`src/rtl/odt_pkg.sv`:
```
package odt_pkg;
  localparam int CL_W     = 4;
  localparam int CL_MIN   = 2;
  localparam int CL_MAX   = 15;
  localparam int BL_SHORT = 4;
  localparam int BL_LONG  = 8;
  // window length in cycles for each burst choice
  localparam int WIN_SHORT = BL_SHORT / 2 + 2;
  localparam int WIN_LONG  = BL_LONG / 2 + 2;
  localparam int WIN_W     = $clog2(WIN_LONG + 1);
  localparam int DLY_DEPTH = CL_MAX - 1;
  localparam int TAP_W     = $clog2(DLY_DEPTH);
endpackage

```
`src/rtl/odt_read_delay.sv`:
```
module odt_read_delay
  import odt_pkg::*;
#(
  parameter int DEPTH = DLY_DEPTH,
  parameter int TW    = TAP_W
) (
  input  logic          clk,
  input  logic          rst_n,
  input  logic          rd_i,
  input  logic [TW-1:0] tap_i,
  output logic          start_o,
  output logic          busy_o
);
  logic [DEPTH-1:0] stage_q;

  // stage j holds a READ sampled j+1 edges ago
  genvar g;
  generate
    for (g = 0; g < DEPTH; g++) begin : g_stage
      if (g == 0) begin : g_head
        always_ff @(posedge clk) begin
          if (!rst_n) stage_q[g] <= 1'b0;
          else        stage_q[g] <= rd_i;
        end
      end else begin : g_body
        always_ff @(posedge clk) begin
          if (!rst_n) stage_q[g] <= 1'b0;
          else        stage_q[g] <= stage_q[g-1];
        end
      end
    end
  endgenerate

  assign start_o = stage_q[tap_i];
  assign busy_o  = |stage_q;

  AST_TAP_LEGAL: assert property (@(posedge clk) disable iff (!rst_n)
    int'(tap_i) < DEPTH);
  AST_READ_ENTERS: assert property (@(posedge clk) disable iff (!rst_n)
    rd_i |=> busy_o);
endmodule

```
`src/rtl/odt_off_timer.sv`:
```
module odt_off_timer
  import odt_pkg::*;
#(
  parameter int CW = WIN_W
) (
  input  logic          clk,
  input  logic          rst_n,
  input  logic          start_i,
  input  logic [CW-1:0] len_i,
  output logic          off_o
);
  logic [CW-1:0] cnt_q;

  // a new start reloads the full length: the latest window always ends last
  always_ff @(posedge clk) begin
    if (!rst_n)             cnt_q <= '0;
    else if (start_i)       cnt_q <= len_i;
    else if (cnt_q != '0)   cnt_q <= cnt_q - 1'b1;
  end

  assign off_o = (cnt_q != '0);

  AST_START_TURNS_OFF: assert property (@(posedge clk) disable iff (!rst_n)
    start_i |=> off_o);
  AST_NO_EARLY_RELEASE: assert property (@(posedge clk) disable iff (!rst_n)
    (off_o && !start_i && cnt_q > 1) |=> off_o);
  AST_RELEASE_ON_TIME: assert property (@(posedge clk) disable iff (!rst_n)
    (!start_i && cnt_q == 1) |=> !off_o);
endmodule

```
`src/rtl/odt_snoop_ctrl.sv`:
```
module odt_snoop_ctrl
  import odt_pkg::*;
#(
  parameter int CLW = CL_W
) (
  input  logic           clk,
  input  logic           rst_n,
  input  logic           rd_cmd_i,
  input  logic           cs_n_i,
  input  logic [CLW-1:0] cas_lat_i,
  input  logic           burst_len8_i,
  input  logic           emr_dq_off_i,
  input  logic           emr_wdqs_off_i,
  input  logic           emr_dm_off_i,
  output logic           term_dq_en_o,
  output logic           term_wdqs_en_o,
  output logic           term_dm_en_o,
  output logic           term_ctl_en_o
);
  logic [CLW-1:0]   cl_eff;
  logic [TAP_W-1:0] tap;
  logic [WIN_W-1:0] win_len;
  logic             start;
  logic             rd_busy;
  logic             dq_off;

  // limit latency to the legal range, then point at the stage CL-2
  always_comb begin
    if (int'(cas_lat_i) < CL_MIN)      cl_eff = CLW'(CL_MIN);
    else if (int'(cas_lat_i) > CL_MAX) cl_eff = CLW'(CL_MAX);
    else                               cl_eff = cas_lat_i;
    tap     = TAP_W'(cl_eff - CLW'(CL_MIN));
    win_len = burst_len8_i ? WIN_W'(WIN_LONG) : WIN_W'(WIN_SHORT);
  end

  // chip select deliberately plays no part: every rank snoops every READ
  odt_read_delay #(.DEPTH(DLY_DEPTH), .TW(TAP_W)) u_dly (
    .clk     (clk),
    .rst_n   (rst_n),
    .rd_i    (rd_cmd_i),
    .tap_i   (tap),
    .start_o (start),
    .busy_o  (rd_busy)
  );

  odt_off_timer #(.CW(WIN_W)) u_tmr (
    .clk     (clk),
    .rst_n   (rst_n),
    .start_i (start),
    .len_i   (win_len),
    .off_o   (dq_off)
  );

  assign term_dq_en_o   = !emr_dq_off_i && !dq_off;
  assign term_wdqs_en_o = !emr_wdqs_off_i;
  assign term_dm_en_o   = !emr_dm_off_i;
  assign term_ctl_en_o  = 1'b1;

  AST_SNOOP_ANY_RANK: assert property (@(posedge clk) disable iff (!rst_n)
    (rd_cmd_i && cs_n_i) |=> (rd_busy || dq_off));
  AST_WDQS_STEADY: assert property (@(posedge clk) disable iff (!rst_n)
    $stable(emr_wdqs_off_i) |-> $stable(term_wdqs_en_o));
  AST_DM_STEADY: assert property (@(posedge clk) disable iff (!rst_n)
    $stable(emr_dm_off_i) |-> $stable(term_dm_en_o));
  AST_DQ_MASKED: assert property (@(posedge clk) disable iff (!rst_n)
    emr_dq_off_i |-> !term_dq_en_o);
endmodule

```
`config.mk`:
```
export PLATFORM = sky130hd
export DESIGN_NAME = odt_snoop_ctrl
export DESIGN_NICKNAME = d
export VERILOG_FILES = /design/src/rtl/odt_pkg.sv /design/src/rtl/odt_read_delay.sv /design/src/rtl/odt_off_timer.sv /design/src/rtl/odt_snoop_ctrl.sv
export SDC_FILE = /design/constraint.sdc
export NUM_CORES = 1
export LEC_CHECK = 0
export BUFFER_PORTS_ARGS = -buffer_cell sky130_fd_sc_hd__buf_2
export CAP_MARGIN = 20
export CELL_PAD_IN_SITES_DETAIL_PLACEMENT = 0
export CELL_PAD_IN_SITES_GLOBAL_PLACEMENT = 1
export CORE_AREA = 8 8 60 62
export DETAILED_ROUTE_END_ITERATION = 10
export DIE_AREA = 0 0 68 70
export GPL_TIMING_DRIVEN = 0
export PLACE_DENSITY_LB_ADDON = 0.1
export SYNTH_ARGS = -nofsm -noshare
export SYNTH_HDL_FRONTEND = slang
export SYNTH_SLANG_ARGS = --single-unit
```
`constraint.sdc`:
```
create_clock -name clk -period 2.6 [get_ports clk]
set_input_delay 0.39 -clock clk [delete_from_list [all_inputs] [get_ports clk]]
set_output_delay 0.39 -clock clk [all_outputs]
set_load 0.05 [all_outputs]
```
Word-level counts from Yosys, hierarchy flattened
Cells that the tools add are included.

word-level totals
  word-level logic and storage cells = 32
  register bits after elaboration = 17

cells by class
  muxes and demuxes = 6
  reduce and logical (&&, ||, !) cells = 7
  add/sub/neg operators = 2
  magnitude comparators = 2

operator list
  cell                                                                          count
  3-bit two-way mux                                                             2
  4-bit by 5-bit less-than comparator with 1-bit output, second input constant  1
  1-bit binary-select mux with 4-bit select                                     1
  1-bit logical NOT                                                             4
  4-bit by 2-bit less-than comparator with 1-bit output, second input constant  1
  4-bit two-way mux                                                             1
  4-bit by 2-bit subtractor with 4-bit output, second input constant            1
  3-bit nonzero test                                                            1
  3-bit by 1-bit subtractor with 3-bit output, second input constant            1
  2-bit two-way mux                                                             1
  2-bit nonzero test                                                            1
  1-bit logical AND                                                             1
  1-bit two-way mux                                                             1

Depth between registers and ports, before layout
Gate-level depths: netlist of the first run.

  word-level depth = 6
  mapped depth = 7
  mapped depth without buffers = 7

By module
From an unflattened synthesis of the first run, not the netlist that was laid out.

unflattened totals
  cell total of the unflattened synthesis = 76
  area total of the unflattened synthesis = 800.8 um2

by module, submodules not included
  module          instances  cells each  area an instance (um2)
  odt_read_delay  1          43          525.5
  odt_off_timer   1          21          201.4
  odt_snoop_ctrl  1          12          73.8

Least setup slack after synthesis of the first run
No wires, ideal clock.

  kind = register to output
  start = register u_tmr.cnt_q[0]
  end = output term_dq_en_o
  cell stages (with the launch flop) = 5
  slack = 0.715 ns
  data arrival time = 1.495 ns
  cells stage by stage = dfxtp_1 -> inv_1 -> ha_1 -> nor2b_1 -> nor2b_1

on the way
  cells in the longest elaborated chain, start to end = 3

ends and longest elaborated chain
  what                    RTL line              RTL
  from (decl)             odt_off_timer.sv:12   logic [CW-1:0] cnt_q;
  from (signal assigned)  odt_off_timer.sv:17   else if (start_i) cnt_q <= len_i;
  from (signal assigned)  odt_off_timer.sv:18   else if (cnt_q != '0) cnt_q <= cnt_q - 1'b1;
  3-bit nonzero test      odt_off_timer.sv:21   assign off_o = (cnt_q != '0);
  1-bit logical NOT       odt_snoop_ctrl.sv:54  assign term_dq_en_o = !emr_dq_off_i && !dq_off;
  1-bit logical AND       odt_snoop_ctrl.sv:54
  to (decl)               odt_snoop_ctrl.sv:15  output logic term_dq_en_o,

Every way passes these cells.

Final worst setup path of the first run
Same ends and word-level chain as after synthesis.

==> impl_metrics.prom, run 1 <==
# TYPE chip_impl_metric gauge
chip_impl_info{name="run_status",value="finished, final reports clean"} 1
chip_impl_metric{name="worstSkewPairLatency",unit="ps"} 290
chip_impl_metric{name="cts_resized",unit=""} 0
chip_impl_metric{name="avgViaCountPerCell",unit=""} 4.29
chip_impl_metric{name="starting_density",unit=""} 0.287
chip_impl_metric{name="synthesis.instances",unit=""} 77
chip_impl_metric{name="num-nets-final",unit=""} 109
chip_impl_info{name="grt_setup_unrepaired",value="no"} 1
chip_impl_metric{name="syn2layout_area_growth",unit="%"} 16.4
chip_impl_metric{name="detailedPlacementHpwl",unit="mm"} 1.08
chip_impl_metric{name="initial_antenna_violation_count",unit=""} 0
chip_impl_metric{name="maxSlewViolCount",unit=""} 0
chip_impl_metric{name="diodes",unit=""} 0
chip_impl_metric{name="fin_worst_skew",unit="ps"} 5.68
chip_impl_metric{name="power_density",unit="mW/mm²"} 691
chip_impl_metric{name="clk_path_buf_depth",unit=""} 2
chip_impl_metric{name="multi_input_area",unit="µm²"} 378
chip_impl_metric{name="dieHeight",unit="µm"} 70
chip_impl_info{name="reg2reg_from",value="u_dly.stage_q[12]"} 1
chip_impl_metric{name="pre_cts_slack",unit="ps"} 501
chip_impl_metric{name="tightest_slew",unit="ps"} 520
chip_impl_metric{name="timing.critical_path.required",unit="ps"} 2210
chip_impl_metric{name="warnings_from_yosys",unit=""} 0
chip_impl_metric{name="synthDominantCellAreaShare",unit=""} 0.446
chip_impl_info{name="critPathLaunch",value="u_tmr.cnt_q[0]"} 1
chip_impl_metric{name="dr_total_vias",unit=""} 532
chip_impl_metric{name="row_count",unit=""} 19
chip_impl_metric{name="power_leakage",unit="nW"} 0.410
chip_impl_metric{name="count_of_port_buffers_added_during_placement",unit=""} 12
chip_impl_info{name="crit_top_cell",value="sky130_fd_sc_hd__nor2b_1"} 1
chip_impl_metric{name="cts.htree.levels",unit=""} 1
chip_impl_metric{name="synth_nets",unit=""} 92
chip_impl_metric{name="tritoncts.num_buffers",unit=""} 3
chip_impl_info{name="cts_tree",value="built"} 1
chip_impl_info{name="timing.hold.worst.class",value="input pin to register"} 1
chip_impl_metric{name="grt_pass1_vias",unit=""} 547
chip_impl_metric{name="count_of_placed_standard_cells_including_taps",unit=""} 120
chip_impl_metric{name="die_w",unit="µm"} 68
chip_impl_metric{name="max_clock_freq",unit="MHz"} 512
chip_impl_info{name="crit_chain",value="inv_1, ha_1, nor2b_1, nor2b_1, buf_2"} 1
chip_impl_metric{name="postSynthAreaPerCell",unit="µm²"} 9.91
chip_impl_metric{name="vdd_ir_drop_max",unit="mV"} 0.314
chip_impl_metric{name="timing_hold_violations_final",unit=""} 0
chip_impl_metric{name="fraction_of_layout_cells_with_a_size_suffix_above_1",unit=""} 0.215
chip_impl_metric{name="dr.first_iter.drc_count",unit=""} 23
chip_impl_metric{name="route.antenna.remaining_nets",unit=""} 0
chip_impl_metric{name="core-area",unit="mm²"} 0.00266
chip_impl_metric{name="cts_hold_repair.buffers",unit=""} 0
chip_impl_metric{name="wl_per_cell",unit="µm"} 11.6
chip_impl_info{name="launch_point_of_the_worst_hold_path",value="rd_cmd_i"} 1
chip_impl_metric{name="post-route-cell-area",unit="µm²"} 888
chip_impl_metric{name="relSlewSlack",unit=""} 0.651
chip_impl_metric{name="placed_area",unit="µm²"} 862
chip_impl_metric{name="final-instance-count-excl-fill",unit=""} 124
chip_impl_metric{name="post_synth_num_cell_types",unit=""} 29
chip_impl_metric{name="setup_violations",unit=""} 0
chip_impl_info{name="synth_top_area_cells",value="sky130_fd_sc_hd__dfxtp_1, sky130_fd_sc_hd__and2_1, sky130_fd_sc_hd__mux2i_1"} 1
chip_impl_metric{name="seq_cells_post_synth",unit=""} 17
chip_impl_metric{name="worst-path-max-fanout",unit=""} 4
chip_impl_metric{name="finalWorstSetupSlack",unit="ps"} 647
chip_impl_metric{name="global_route.overflow_total",unit=""} 0
chip_impl_info{name="post_synth_top_area_cell",value="sky130_fd_sc_hd__dfxtp_1"} 1
chip_impl_metric{name="dr.pass1.iters",unit=""} 3
chip_impl_metric{name="post_synth_instance_area",unit="µm²"} 763
chip_impl_metric{name="drc",unit=""} 0
chip_impl_metric{name="yosysSeqAreaShare",unit=""} 0.446
chip_impl_metric{name="drt_wl_total",unit="mm"} 1.44
chip_impl_metric{name="post_cts.repair.setup_buffers",unit=""} 0
chip_impl_metric{name="seq_area",unit="µm²"} 340
chip_impl_metric{name="numClockSinks",unit=""} 17
chip_impl_metric{name="timing.critical_path.slowest_cell_delay",unit="ps"} 330
chip_impl_metric{name="pin_count_of_the_biggest_net_entering_global_routing",unit=""} 11
chip_impl_metric{name="path_clk_slew",unit="ps"} 90
chip_impl_metric{name="die_ar",unit="mm²"} 0.00476
chip_impl_metric{name="finalWorstPathRequiredPeriod",unit="ps"} 1950
chip_impl_metric{name="io_pins",unit=""} 16
chip_impl_metric{name="total_routing_usage_gr",unit=""} 0.0690
chip_impl_info{name="path_class",value="register to output pin"} 1
chip_impl_metric{name="n_fill_cell",unit=""} 291
chip_impl_metric{name="post-route-period-util",unit=""} 0.751
chip_impl_metric{name="max_cap_viol_count",unit=""} 0
chip_impl_metric{name="place_congestion",unit=""} 0.717
chip_impl_metric{name="final.setup.tns",unit="ps"} 0
chip_impl_info{name="setup.worst_path.start_class",value="register"} 1
chip_impl_metric{name="total_power",unit="W"} 0.000613
chip_impl_metric{name="grt_first_pass_wirelength",unit="mm"} 2.53
chip_impl_info{name="cts.root.buffer_cell",value="sky130_fd_sc_hd__clkbuf_4"} 1
chip_impl_metric{name="crit_arrival",unit="ps"} 1560
chip_impl_info{name="critical_path.endpoint_type",value="output pin"} 1
chip_impl_info{name="crit_slowest_cell",value="sky130_fd_sc_hd__dfxtp_1"} 1
[logic make-up after synthesis]
group / after synthesis / share of synthesized area
AOI/OAI and AO/OA: 13 / 0.133
xor gates and xnor gates: 2 / 0.0230
adders and majority gates: 3 / 0.0492
buffers and inverters: 9 / 0.0590
DFF: 17 / 0.446
muxes: 7 / 0.100
other: 1 / 0.00491
and+or+nand+nor: 25 / 0.185
[power by group]
part | total, W | switching [W] | internal (W)
clock network | 0.000141 | 0.0000816 | 0.0000597
registers | 0.000293 | 0.0000122 | 0.000281
logic | 0.000179 | 0.000102 | 0.0000772
[path summary, 6_finish.rpt]
kind              cells past startpoint               end  slack (ps)
setup / recovery                      5      term_dq_en_o         650
hold / removal                        2  u_dly.stage_q[0]         300
setup reg to reg                      5    u_tmr.cnt_q[1]        1170
hold reg to reg                       1  u_dly.stage_q[8]         460
[sequential cells by signal, indices dropped and copies added (netlist names)]
| signal | count |
|---|---|
| u_dly.stage_q | 14 |
| u_tmr.cnt_q | 3 |
[metrics by stage]
stage	hold slack, ps	utilization
finish	300	0.334
global placement	439	0.324
floorplan	423	-
global route	295	0.334
detailed placement	445	0.324
CTS	290	0.334
[cells in the mapped netlist]
library cell,count
sky130_fd_sc_hd__o211a_1,1
sky130_fd_sc_hd__a31oi_1,2
sky130_fd_sc_hd__conb_1,1
sky130_fd_sc_hd__clkbuf_1,1
sky130_fd_sc_hd__a21boi_1,1
sky130_fd_sc_hd__a22oi_2,1
sky130_fd_sc_hd__buf_6,1
sky130_fd_sc_hd__buf_4,1
sky130_fd_sc_hd__a2bb2oi_1,1
sky130_fd_sc_hd__o21bai_1,1
sky130_fd_sc_hd__o21ai_0,3
sky130_fd_sc_hd__ha_1,3
sky130_fd_sc_hd__and2_1,14
sky130_fd_sc_hd__a221oi_2,1
sky130_fd_sc_hd__inv_1,6
sky130_fd_sc_hd__and3_1,1
sky130_fd_sc_hd__nor3_1,1
sky130_fd_sc_hd__xor2_1,1
sky130_fd_sc_hd__nor2_1,1
sky130_fd_sc_hd__nand3_1,1
sky130_fd_sc_hd__dfxtp_1,17
sky130_fd_sc_hd__nor2b_1,3
sky130_fd_sc_hd__o211ai_1,1
sky130_fd_sc_hd__mux2_1,1
sky130_fd_sc_hd__a21oi_1,1
sky130_fd_sc_hd__nand2_1,4
sky130_fd_sc_hd__xnor2_1,1
sky130_fd_sc_hd__mux2_4,1
sky130_fd_sc_hd__mux2i_1,5
[layer usage]
layer	up-vias	part of all wire	global-route usage
li1	287	-	-
met2	9	0.43	0.0929
met4	0	0.0097	0.0205
met1	234	0.50	0.0893
met5	-	0	0
met3	2	0.056	0.0399
[final cells by class]
class	count	area share
plain buffers	3	0.0254
clock buffers	4	0.0296
inverters	6	0.0254
multi-input cells	51	0.425
flip-flops and latches	17	0.383
well taps	31	0.0437
repair buffers	12	0.0676
[critical path, delay by kind of cell (launching register included)]
kind / cells / cell delay, ps
simple gates: 2 / 440
buf+inv: 2 / 340
flops: 1 / 330
fa+ha+maj: 1 / 160
[placed cells by master (no fill, tap or decap), types with 3 or more instances in the layout]
cell type / netlist / final
sky130_fd_sc_hd__and2_1: 14 / 14
sky130_fd_sc_hd__ha_1: 3 / 3
sky130_fd_sc_hd__dfxtp_1: 17 / 17
sky130_fd_sc_hd__buf_2: 0 / 12
sky130_fd_sc_hd__mux2i_1: 5 / 5
sky130_fd_sc_hd__nand2_1: 4 / 4
sky130_fd_sc_hd__o21ai_0: 3 / 3
sky130_fd_sc_hd__inv_1: 6 / 6
sky130_fd_sc_hd__clkbuf_4: 0 / 3
sky130_fd_sc_hd__nor2b_1: 3 / 3
Power figures use the tool's default switching activity.
==> run 2: changes to the inputs <==
Clock period 2.6 ns to 1.85 ns, I/O delays scaled along.
==> run 2 against run 1 <==
Net effect: critical path depth unchanged; combinational power increased by 42%; non-clock buffer count unchanged; critical endpoint unchanged.
==> impl_metrics.prom, run 2 (synthesis results as in run 1) <==
# TYPE chip_impl_metric gauge
chip_impl_metric{name="num-nets-final",unit=""} 109
chip_impl_info{name="crit_chain",value="inv_1, ha_1, nor2b_2, nor2b_1, buf_2"} 1
chip_impl_info{name="top_register",value="u_dly.stage_q"} 1
chip_impl_info{name="layout.cells.most_common_list",value="sky130_fd_sc_hd__dfxtp_1, sky130_fd_sc_hd__and2_1, sky130_fd_sc_hd__buf_2"} 1
chip_impl_metric{name="fraction_of_layout_cells_with_a_size_suffix_above_1",unit=""} 0.226
chip_impl_metric{name="timing.critical_path.required",unit="ps"} 1570
chip_impl_metric{name="worst-r2r-setup-slack",unit="ps"} 420
chip_impl_info{name="timing.critical_path.max_delay_family",value="simple AND/OR/NAND/NOR gates"} 1
chip_impl_metric{name="crit_arrival",unit="ps"} 1470
chip_impl_metric{name="pin_count_of_the_biggest_net_entering_global_routing",unit=""} 11
chip_impl_metric{name="die_w",unit="µm"} 68
chip_impl_metric{name="worst-path-max-fanout",unit=""} 4
chip_impl_info{name="setup.worst_path.start_class",value="register"} 1
chip_impl_metric{name="max_clock_freq",unit="MHz"} 572
chip_impl_metric{name="row_count",unit=""} 19
chip_impl_metric{name="hold_depth",unit=""} 2
chip_impl_metric{name="dieHeight",unit="µm"} 70
chip_impl_metric{name="clk_path_buf_depth",unit=""} 2
chip_impl_info{name="run_status",value="finished, final reports clean"} 1
chip_impl_metric{name="post-route-period-util",unit=""} 0.945
chip_impl_metric{name="syn2layout_area_growth",unit="%"} 16.7
chip_impl_info{name="path_class",value="register to output pin"} 1
chip_impl_metric{name="critical_path.n_buffers_inverters",unit=""} 2
chip_impl_metric{name="cts.htree.levels",unit=""} 1
chip_impl_metric{name="core-area",unit="mm²"} 0.00266
chip_impl_metric{name="total_power",unit="W"} 0.000866
chip_impl_metric{name="wl_per_cell",unit="µm"} 11.6
chip_impl_metric{name="total_routing_usage_gr",unit=""} 0.0690
chip_impl_metric{name="path_depth",unit=""} 5
chip_impl_metric{name="count_of_port_buffers_added_during_placement",unit=""} 12
chip_impl_metric{name="avgViaCountPerCell",unit=""} 4.27
chip_impl_metric{name="grt_pass1_vias",unit=""} 547
chip_impl_metric{name="worst-r2r-cell-count",unit=""} 5
chip_impl_metric{name="dr.pass1.iters",unit=""} 3
chip_impl_metric{name="final.setup.tns",unit="ps"} 0
chip_impl_metric{name="final-instance-count-excl-fill",unit=""} 124
chip_impl_metric{name="power_leakage",unit="nW"} 0.411
chip_impl_metric{name="detailedPlacementHpwl",unit="mm"} 1.08
chip_impl_metric{name="dr.first_iter.drc_count",unit=""} 23
chip_impl_metric{name="relSlewSlack",unit=""} 0.651
chip_impl_metric{name="die_ar",unit="mm²"} 0.00476
chip_impl_info{name="crit_slowest_cell",value="sky130_fd_sc_hd__dfxtp_1"} 1
chip_impl_info{name="grt_setup_unrepaired",value="no"} 1
chip_impl_metric{name="drc",unit=""} 0
chip_impl_info{name="critical_path.endpoint_type",value="output pin"} 1
chip_impl_metric{name="initial_antenna_violation_count",unit=""} 0
chip_impl_metric{name="timing.critical_path.slowest_cell_delay",unit="ps"} 330
chip_impl_metric{name="diodes",unit=""} 0
chip_impl_metric{name="worstSkewPairLatency",unit="ps"} 290
chip_impl_metric{name="post_cts.repair.setup_buffers",unit=""} 0
chip_impl_metric{name="global_route.overflow_total",unit=""} 0
chip_impl_metric{name="path_clk_slew",unit="ps"} 90
chip_impl_metric{name="cts_hold_repair.buffers",unit=""} 0
chip_impl_metric{name="timing_hold_violations_final",unit=""} 0
chip_impl_metric{name="fin_worst_skew",unit="ps"} 5.68
chip_impl_metric{name="tritoncts.num_buffers",unit=""} 3
chip_impl_metric{name="power_density",unit="mW/mm²"} 972
chip_impl_metric{name="dr_total_vias",unit=""} 530
chip_impl_metric{name="max_cap_viol_count",unit=""} 0
chip_impl_metric{name="setup_violations",unit=""} 0
chip_impl_metric{name="count_of_placed_standard_cells_including_taps",unit=""} 120
chip_impl_metric{name="route.antenna.remaining_nets",unit=""} 0
chip_impl_info{name="final_common_cell",value="sky130_fd_sc_hd__dfxtp_1"} 1
chip_impl_metric{name="largest_register_ff_count",unit=""} 14
chip_impl_metric{name="vdd_ir_drop_max",unit="mV"} 0.441
chip_impl_info{name="reg.largest.list",value="u_dly.stage_q: 14 flops, u_tmr.cnt_q: 3 flops"} 1
chip_impl_metric{name="io_pins",unit=""} 16
chip_impl_metric{name="drt_wl_total",unit="mm"} 1.44
chip_impl_metric{name="tightest_slew",unit="ps"} 520
chip_impl_metric{name="starting_density",unit=""} 0.287
chip_impl_info{name="cts_tree",value="built"} 1
chip_impl_info{name="timing.hold.worst.class",value="input pin to register"} 1
chip_impl_metric{name="numClockSinks",unit=""} 17
chip_impl_metric{name="finalWorstPathRequiredPeriod",unit="ps"} 1750
chip_impl_info{name="cts.root.buffer_cell",value="sky130_fd_sc_hd__clkbuf_4"} 1
chip_impl_metric{name="place_congestion",unit=""} 0.717
chip_impl_metric{name="maxSlewViolCount",unit=""} 0
chip_impl_metric{name="grt_first_pass_wirelength",unit="mm"} 2.53
chip_impl_metric{name="cts_resized",unit=""} 1
## run 2: cell types whose count changed in the layout (fill, tap and decap cells not counted)
cell,previous run,this run
sky130_fd_sc_hd__nor2b_1,3,2
sky130_fd_sc_hd__nor2b_2,0,1
## run 2: through the flow
step	area, µm²	hold WS (ps)	worst slack, ps	util
2_1_floorplan	763	405	77.7	-
3_3_place_gp	862	439	-123	0.324
3_5_place_dp	862	445	-137	0.324
4_1_cts	891	178	64.2	0.335
5_1_grt	891	183	7.42	0.335
6_report	891	187	102	0.335
## run 2: path summary, 6_finish.rpt
kind | start | endpoint
setup / recovery | u_tmr.cnt_q[0] | term_dq_en_o
hold / removal | rd_cmd_i | u_dly.stage_q[0]
setup reg to reg | u_dly.stage_q[12] | u_tmr.cnt_q[1]
hold reg to reg | u_dly.stage_q[7] | u_dly.stage_q[8]
## run 2: routing by layer
layer | vias to the layer above | part of all wire | GRT usage
met4 | 0 | 0.0097 | 0.0205
met5 | - | 0 | 0
met3 | 2 | 0.056 | 0.0399
met2 | 9 | 0.43 | 0.0929
met1 | 233 | 0.50 | 0.0893
li1 | 286 | - | -
## run 2: power by group
group | leakage [nW] | switching [W] | internal, W
logic | 0.258 | 0.000142 | 0.000112
clock network | 0.0150 | 0.000115 | 0.0000839
registers | 0.138 | 0.0000186 | 0.000395
total | 0.411 | 0.000275 | 0.000591
## run 2: layout make-up
type | count | area [µm²]
inverters | 6 | 22.5
clock buffers | 4 | 26.3
plain buffers | 3 | 22.5
repair buffers | 12 | 60.1
well taps | 31 | 38.8
flip-flops and latches | 17 | 340
multi-input cells | 51 | 380
fillers | 290 | 1770
